`src/rtl/shf_pkg.sv`:
```
package shf_pkg;
  localparam int unsigned FUNC_W = 6;

  localparam logic [FUNC_W-1:0] FN_SLL  = 6'h00;
  localparam logic [FUNC_W-1:0] FN_SRL  = 6'h02;
  localparam logic [FUNC_W-1:0] FN_SRA  = 6'h03;
  localparam logic [FUNC_W-1:0] FN_SLLV = 6'h04;
  localparam logic [FUNC_W-1:0] FN_SRLV = 6'h06;
  localparam logic [FUNC_W-1:0] FN_SRAV = 6'h07;

  typedef enum logic [1:0] {
    SK_LEFT = 2'd0,
    SK_RLOG = 2'd1,
    SK_RARI = 2'd2,
    SK_ROTR = 2'd3
  } shift_kind_e;
endpackage

```
`src/rtl/shf_decode.sv`:
```
module shf_decode
  import shf_pkg::*;
(
  input  logic [FUNC_W-1:0] func_i,
  input  logic              rot_sel_i,
  output shift_kind_e       kind_o,
  output logic              var_amt_o,
  output logic              illegal_o
);
  always_comb begin
    kind_o    = SK_LEFT;
    var_amt_o = 1'b0;
    illegal_o = 1'b0;
    unique case (func_i)
      FN_SLL:  kind_o = SK_LEFT;
      FN_SRL:  kind_o = rot_sel_i ? SK_ROTR : SK_RLOG;
      FN_SRA:  kind_o = SK_RARI;
      FN_SLLV: begin kind_o = SK_LEFT; var_amt_o = 1'b1; end
      FN_SRLV: begin kind_o = rot_sel_i ? SK_ROTR : SK_RLOG; var_amt_o = 1'b1; end
      FN_SRAV: begin kind_o = SK_RARI; var_amt_o = 1'b1; end
      default: illegal_o = 1'b1;
    endcase
  end
endmodule

```
`src/rtl/shf_barrel.sv`:
```
module shf_barrel
  import shf_pkg::*;
#(
  parameter int unsigned DATA_W = 32,
  localparam int unsigned AMT_W = $clog2(DATA_W)
) (
  input  logic [DATA_W-1:0] din_i,
  input  logic [AMT_W-1:0]  amt_i,
  input  shift_kind_e       kind_i,
  output logic [DATA_W-1:0] dout_o
);
  logic              is_left;
  logic              sign_bit;
  logic [DATA_W-1:0] din_rev;
  logic [DATA_W-1:0] stg_in;
  logic [DATA_W-1:0] stg_rev;
  logic [AMT_W:0][DATA_W-1:0] stg;

  assign is_left  = (kind_i == SK_LEFT);
  assign sign_bit = (kind_i == SK_RARI) & din_i[DATA_W-1];

  // left shift = reverse, shift right with zero fill, reverse
  for (genvar b = 0; b < DATA_W; b++) begin : g_rev
    assign din_rev[b] = din_i[DATA_W-1-b];
    assign stg_rev[b] = stg[AMT_W][DATA_W-1-b];
  end

  assign stg_in = is_left ? din_rev : din_i;
  assign stg[0] = stg_in;

  for (genvar k = 0; k < AMT_W; k++) begin : g_stage
    localparam int unsigned S = 1 << k;
    logic [S-1:0] fill;
    assign fill = (kind_i == SK_ROTR) ? stg[k][S-1:0] : {S{sign_bit}};
    assign stg[k+1] = amt_i[k] ? {fill, stg[k][DATA_W-1:S]} : stg[k];
  end

  assign dout_o = is_left ? stg_rev : stg[AMT_W];

  always_comb begin
    if (kind_i == SK_ROTR)
      assert_rot_keeps_bits_R3: assert ($countones(dout_o) == $countones(din_i))
        else $error("rotate changed the number of set bits");
    if (kind_i == SK_LEFT && amt_i != '0)
      assert_left_zero_lsb_R1: assert (dout_o[0] == 1'b0)
        else $error("left shift did not fill bit 0 with zero");
    if (kind_i == SK_RLOG && amt_i != '0)
      assert_rlog_zero_msb_R2: assert (dout_o[DATA_W-1] == 1'b0)
        else $error("logical right shift did not clear the top bit");
    if (kind_i == SK_RARI)
      assert_rari_sign_R4: assert (dout_o[DATA_W-1] == din_i[DATA_W-1])
        else $error("arithmetic right shift lost the sign");
  end
endmodule

```
`src/rtl/shf_unit.sv`:
```
module shf_unit
  import shf_pkg::*;
#(
  parameter int unsigned DATA_W = 32,
  localparam int unsigned AMT_W = $clog2(DATA_W)
) (
  input  logic [FUNC_W-1:0] func_i,
  input  logic              rot_sel_i,
  input  logic [AMT_W-1:0]  shamt_i,
  input  logic [DATA_W-1:0] rs_i,
  input  logic [DATA_W-1:0] rt_i,
  output logic [DATA_W-1:0] result_o,
  output logic              illegal_o
);
  shift_kind_e       kind;
  logic              var_amt;
  logic              dec_illegal;
  logic [AMT_W-1:0]  amt;
  logic [DATA_W-1:0] shifted;
  logic              unused_rs_hi;

  assign unused_rs_hi = ^rs_i[DATA_W-1:AMT_W];

  shf_decode u_dec (
    .func_i    (func_i),
    .rot_sel_i (rot_sel_i),
    .kind_o    (kind),
    .var_amt_o (var_amt),
    .illegal_o (dec_illegal)
  );

  // variable forms: low bits of rs only
  assign amt = var_amt ? rs_i[AMT_W-1:0] : shamt_i;

  shf_barrel #(.DATA_W(DATA_W)) u_bar (
    .din_i  (rt_i),
    .amt_i  (amt),
    .kind_i (kind),
    .dout_o (shifted)
  );

  assign result_o  = dec_illegal ? '0 : shifted;
  assign illegal_o = dec_illegal;

  always_comb begin
    if (illegal_o)
      assert_illegal_zero_R7: assert (result_o == '0)
        else $error("illegal code produced a nonzero result");
    if (!illegal_o && amt == '0)
      assert_zero_amt_pass_R6: assert (result_o == rt_i)
        else $error("zero amount altered rt");
  end
endmodule

```
`config.mk`:
```
export PLATFORM = sky130hd
export DESIGN_NAME = shf_unit
export DESIGN_NICKNAME = d
export VERILOG_FILES = /design/src/rtl/shf_pkg.sv /design/src/rtl/shf_decode.sv /design/src/rtl/shf_barrel.sv /design/src/rtl/shf_unit.sv
export SDC_FILE = /design/constraint.sdc
export NUM_CORES = 1
export LEC_CHECK = 0
export BUFFER_PORTS_ARGS = -buffer_cell sky130_fd_sc_hd__buf_2
export CORE_ASPECT_RATIO = 0.8
export CORE_MARGIN = 2
export CORE_UTILIZATION = 41
export DETAILED_ROUTE_END_ITERATION = 10
export MAX_ROUTING_LAYER = met4
export PLACE_DENSITY_LB_ADDON = 0.12
export SYNTH_ARGS = -nofsm -noshare
export SYNTH_HDL_FRONTEND = slang
export SYNTH_HIERARCHICAL = 1
export SYNTH_SLANG_ARGS = --single-unit
```
`constraint.sdc`:
```
create_clock -name vclk -period 10.3
set_clock_uncertainty 0.2 [all_clocks]
set_input_delay 1.545 -clock vclk [all_inputs]
set_output_delay 1.545 -clock vclk [all_outputs]
set_load 0.02 [all_outputs]
```
# After elaboration in Yosys (flattened, before gate mapping)
# Index checks and enable logic that the tools add are counted.
[op_classes]
n_eq_ne = 7
mux = 18
bitwise = 1
reduce_logical = 6
[op_table]
columns = ["op", "n"]
rows = [
  ["$mux 32", 8],
  ["$eq 6x3->1 const B", 3],
  ["$mux 16", 1],
  ["$eq 6x2->1 const B", 2],
  ["$mux 8", 1],
  ["$logic_not 6->1", 1],
  ["$reduce_or 6->1", 1],
  ["$mux 5", 1],
  ["$eq 2x2->1 const B", 2],
  ["$mux 2", 2],
  ["$mux 4", 1],
  ["$pmux 2 s2", 1],
  ["$reduce_or 2->1", 2],
  ["$mux 1", 3],
  ["$reduce_or 3->1", 1],
  ["$logic_not 2->1", 1],
  ["$and 1x1->1", 1],
]
[totals]
regBits = 0
input_bits = 76
out_inout_bits = 33
word_cells = 32

# Logic depth before layout (Yosys ltp)
[depth]
depth_word = 17
mapped_depth = 14

# By module
# Netlist, hierarchy kept.
[modules_own_cells]
columns = ["module", "instances", "cells_each", "area_per_inst_um2", "seq_area_each_um2"]
rows = [
  ["shf_barrel", 1, 381, 2975.4, 0.0],
  ["shf_unit", 1, 40, 271.5, 0.0],
  ["shf_decode", 1, 6, 51.3, 0.0],
]

# Worst setup path before layout
# Ideal clock, no wire load.
[synth_path]
path_kind = "input-to-output"
start = "in func_i[5]"
end = "out result_o[15]"
arrival_time_ps = 4558
path_slack_ps = 3997
stages = 14
n_path_buf = 3
path_cell_list = "nor3_4 and3_1 mux2_2 buf_2 inv_1 buf_2 buf_1 mux4_2 a221oi_1 a31oi_1 nand2_1 a311o_1 o22ai_1 nor2b_1"
[synth_between]
word_cells_on_any_way = 30
cone_classes = "eq/ne (7); mux (16); bitwise (1); reduce/logical (6)"
[synth_rtl]
columns = ["item", "line", "rtl"]
rows = [
  ["start, declared", "shf_unit.sv:7", "input logic [FUNC_W-1:0] func_i,"],
  ["$eq 6x3->1", "shf_decode.sv:14", "unique case (func_i)"],
  ["$reduce_or 3->1 (no source line) *", "n/a", ""],
  ["$mux 1 *", "shf_decode.sv:14", ""],
  ["net var_amt", "shf_unit.sv:16", "logic var_amt;"],
  ["$mux 5 *", "shf_unit.sv:33", "assign amt = var_amt ? rs_i[AMT_W-1:0] : shamt_i;"],
  ["net amt[1]", "shf_unit.sv:18", "logic [AMT_W-1:0] amt;"],
  ["$mux 32 *", "shf_barrel.sv:35", "assign stg[k+1] = amt_i[k] ? {fill, stg[k][DATA_W-1:S]} : stg[k];"],
  ["$mux 4 / $mux 32 (equally long branches)", "shf_barrel.sv:34, shf_barrel.sv:35", ""],
  ["$mux 32 * (3 in series)", "shf_barrel.sv:35", ""],
  ["$mux 32 *", "shf_barrel.sv:38", "assign dout_o = is_left ? stg_rev : stg[AMT_W];"],
  ["net shifted[15]", "shf_unit.sv:19", "logic [DATA_W-1:0] shifted;"],
  ["$mux 32 *", "shf_unit.sv:42", "assign result_o = dec_illegal ? '0 : shifted;"],
  ["end, declared", "shf_unit.sv:12", "output logic [DATA_W-1:0] result_o,"],
]
# Mark *: on every way through the listed nets, which the timed path passes. The rest lies on a longest branch.

# Worst setup path after layout
[layout_path]
start = "in func_i[5]"
end = "out result_o[25]"
[layout_between]
elab_chain_cells = 13
word_cells_on_any_way = 30
cone_classes = "eq/ne (7); mux (16); bitwise (1); reduce/logical (6)"
[layout_lines]
columns = ["item", "line", "rtl"]
rows = [
  ["$eq 6x2->1 / $eq 6x3->1 (equally long branches)", "shf_decode.sv:14", ""],
  ["$reduce_or 2->1 (no source line)", "n/a", ""],
  ["$pmux 2 s2 *", "shf_decode.sv:14", ""],
  ["net kind[0]", "shf_unit.sv:15", "shift_kind_e kind;"],
  ["$eq 2x2->1 / $logic_not 2->1 (equally long branches)", "n/a", ""],
  ["$and 1x1->1 / $mux 32 (equally long branches)", "shf_barrel.sv:20, shf_barrel.sv:28", ""],
  ["$mux 1 / $mux 32 (equally long branches)", "shf_barrel.sv:34, shf_barrel.sv:35", ""],
  ["$mux 32 / $mux 2 (equally long branches)", "shf_barrel.sv:35, shf_barrel.sv:34", ""],
  ["$mux 32 / $mux 4 (equally long branches)", "shf_barrel.sv:35, shf_barrel.sv:34", ""],
  ["$mux 32 / $mux 8 (equally long branches)", "shf_barrel.sv:35, shf_barrel.sv:34", ""],
  ["$mux 32 / $mux 16 (equally long branches)", "shf_barrel.sv:35, shf_barrel.sv:34", ""],
  ["$mux 32", "shf_barrel.sv:35", ""],
  ["$mux 32 *", "shf_barrel.sv:38", ""],
  ["net shifted[25]", "shf_unit.sv:19", ""],
  ["$mux 32 *", "shf_unit.sv:42", ""],
]
# Marks and branches as above.

==> impl_metrics.ini <==
[routing]
post_drt_wl_per_cell_um = 21.08
via_per_inst = 7.024
first_pass_iters = 5
route.detailed.drc = 0
antenna_left = 0
num_vias = 4074
drt-initial-drc-count = 371
drt-total-wl_mm = 12.23

[floorplan]
die_x_um = 104.3
num_rows = 29
ios = 109
die_area_sq_um = 8782
die_h_um = 84.22
core_area_sq_um = 7874
start_util = 0.4189

[grt]
antenna_found_initial = 0
grt_max_degree = 44
grt_pass1_vias = 3704
grt_use_total = 0.2800
grt.overflow.total = 0
grt_first_pass_wirelength_mm = 19.71

[final_layout]
synthToLayoutAreaGrowth_pct = 11.80
clock_buffers = 0
drive_above_1_share = 0.3136
layout_common_cells = 82 x buf_2, 41 x nand2_1, 40 x mux4_2
seq_cell_count = 0
fillers = 813
regArea_sq_um = 0
fin_util = 0.4683
final_common_cell = buf_2
diodes = 0
nets = 550

[clocking]
post_cts_resize_count = 0
postCtsSetupBuffers = 0
ctsHoldBuffers = 0

[power_and_ir_drop]
finalPower_mw = 0.2151
p_per_area_nw_per_um2 = 58.35
p_leak_nw = 1.434
ir_drop_v = 0.00001997

[synth]
syn_inst = 427
synth.largest_area_cell = mux4_2
syn_avg_cell_area_sq_um = 7.724
yosysUniqueCellTypes = 55
synth_area_sq_um = 3298
synth_top_area_frac = 0.2731
ys_seq_area_frac = 0
yosys-top-cells-area = mux4_2 27%, nor2b_1 6.4%, mux2_2 5.5%
syn_nets = 503
yosysWarningCount = 6

[placed_design]
routabilityCongestion = 0.9683
hpwl_mm = 9.480
place.port_buffers = 82

[sta]
slew_viol_final = 0
rsz0062_at_grt = no
relSlewSlack = 0.3713
layout_min_cycle_time_ns = 7.343
tightestPinTransition_ns = 0.9408
hold_viol = 0
fmax_mhz = 136.2
tns_ns = 0
setup_viol = 0
timing.final.crit_share = 0.7129

[worst_hold_path]
holdCritStartpoint = func_i[3]
hp-class = input pin to output pin

[worst_setup_path]
worstPathRequired_ns = 8.56
crit_arrival_ns = 5.60
critPathCapture = result_o[25]
endpoint_kind = output pin
startpoint_type = input pin
worstSetupStartpoint = func_i[5]
critPathMaxFanout = 34
setup.worst_path.class = input pin to output pin

[flow_run]
max-cap-violations = 0

[outcome]
outcome = finished, final reports clean
==> through the flow <==
step | hold WS, ns | setup slack (ns) | std cells | instance area, sq um
after global routing | 4.108 | 2.601 | 580 | 3687
after global placement | 3.957 | 2.988 | 580 | 3687
after detailed placement | 3.988 | 2.963 | 580 | 3687
after floorplan | 3.124 | 3.997 | 427 | 3298
after CTS | 3.986 | 2.953 | 580 | 3687
final | 3.947 | 2.957 | 580 | 3687
==> worst max-delay path, stage by stage <==
cell	delay [ns]
buf_2	0.11
nor3_4	0.21
and3b_1	0.62
or2_2	0.47
buf_4	0.44
mux2_2	0.39
a221oi_1	0.49
a21oi_1	0.27
mux2_2	0.36
a311o_1	0.34
nor2b_1	0.12
buf_2	0.19
==> worst min path at each step <==
| stage | cells past startpoint | endpoint |
|---|---|---|
| 2_1_floorplan | 2 | illegal_o |
| 3_3_place_gp | 5 | result_o[31] |
| 3_5_place_dp | 5 | result_o[31] |
| 4_1_cts | 5 | result_o[31] |
| 5_1_grt | 8 | result_o[2] |
| 6_report | 5 | result_o[31] |
==> cell families after synthesis <==
group           after synthesis  synth area share
compound gates              168            0.3475
simple gates                138            0.2102
mux                          72            0.3763
buf+inv                      49           0.06601
==> synth_stat cells, drive strengths merged (6+ instances only) <==
cell / count
nor2b: 34
a22oi: 20
nand3: 7
o22ai: 21
or3: 6
mux4: 40
mux2: 16
nor2: 27
nor3: 11
buf: 13
clkbuf: 27
a31oi: 9
o21ai: 22
mux2i: 16
a22o: 6
a211oi: 7
nand2: 41
a221oi: 10
inv: 9
a21oi: 33
==> power breakdown <==
part           switching [mW]  internal (mW)
Combinational           0.126         0.0894
Clock                       0              0
Sequential                  0              0
==> final cells by class <==
cell class / count / area, sq um / area share
inverter: 9 / 33.78 / 0.009162
multi-input combinational: 378 / 3085 / 0.8368
tap: 108 / 135.1 / 0.03665
timing repair buffer: 85 / 432.9 / 0.1174
==> routing by layer <==
layer  track usage  vias to the layer above  part of all wire
met5             -                        -                 0
met3       0.06289                       25              0.12
li1              -                     1821                 -
met4       0.02948                        0             0.012
met2        0.4272                      278              0.44
met1        0.3926                     1950              0.43
(Power assumes the default switching activity.)
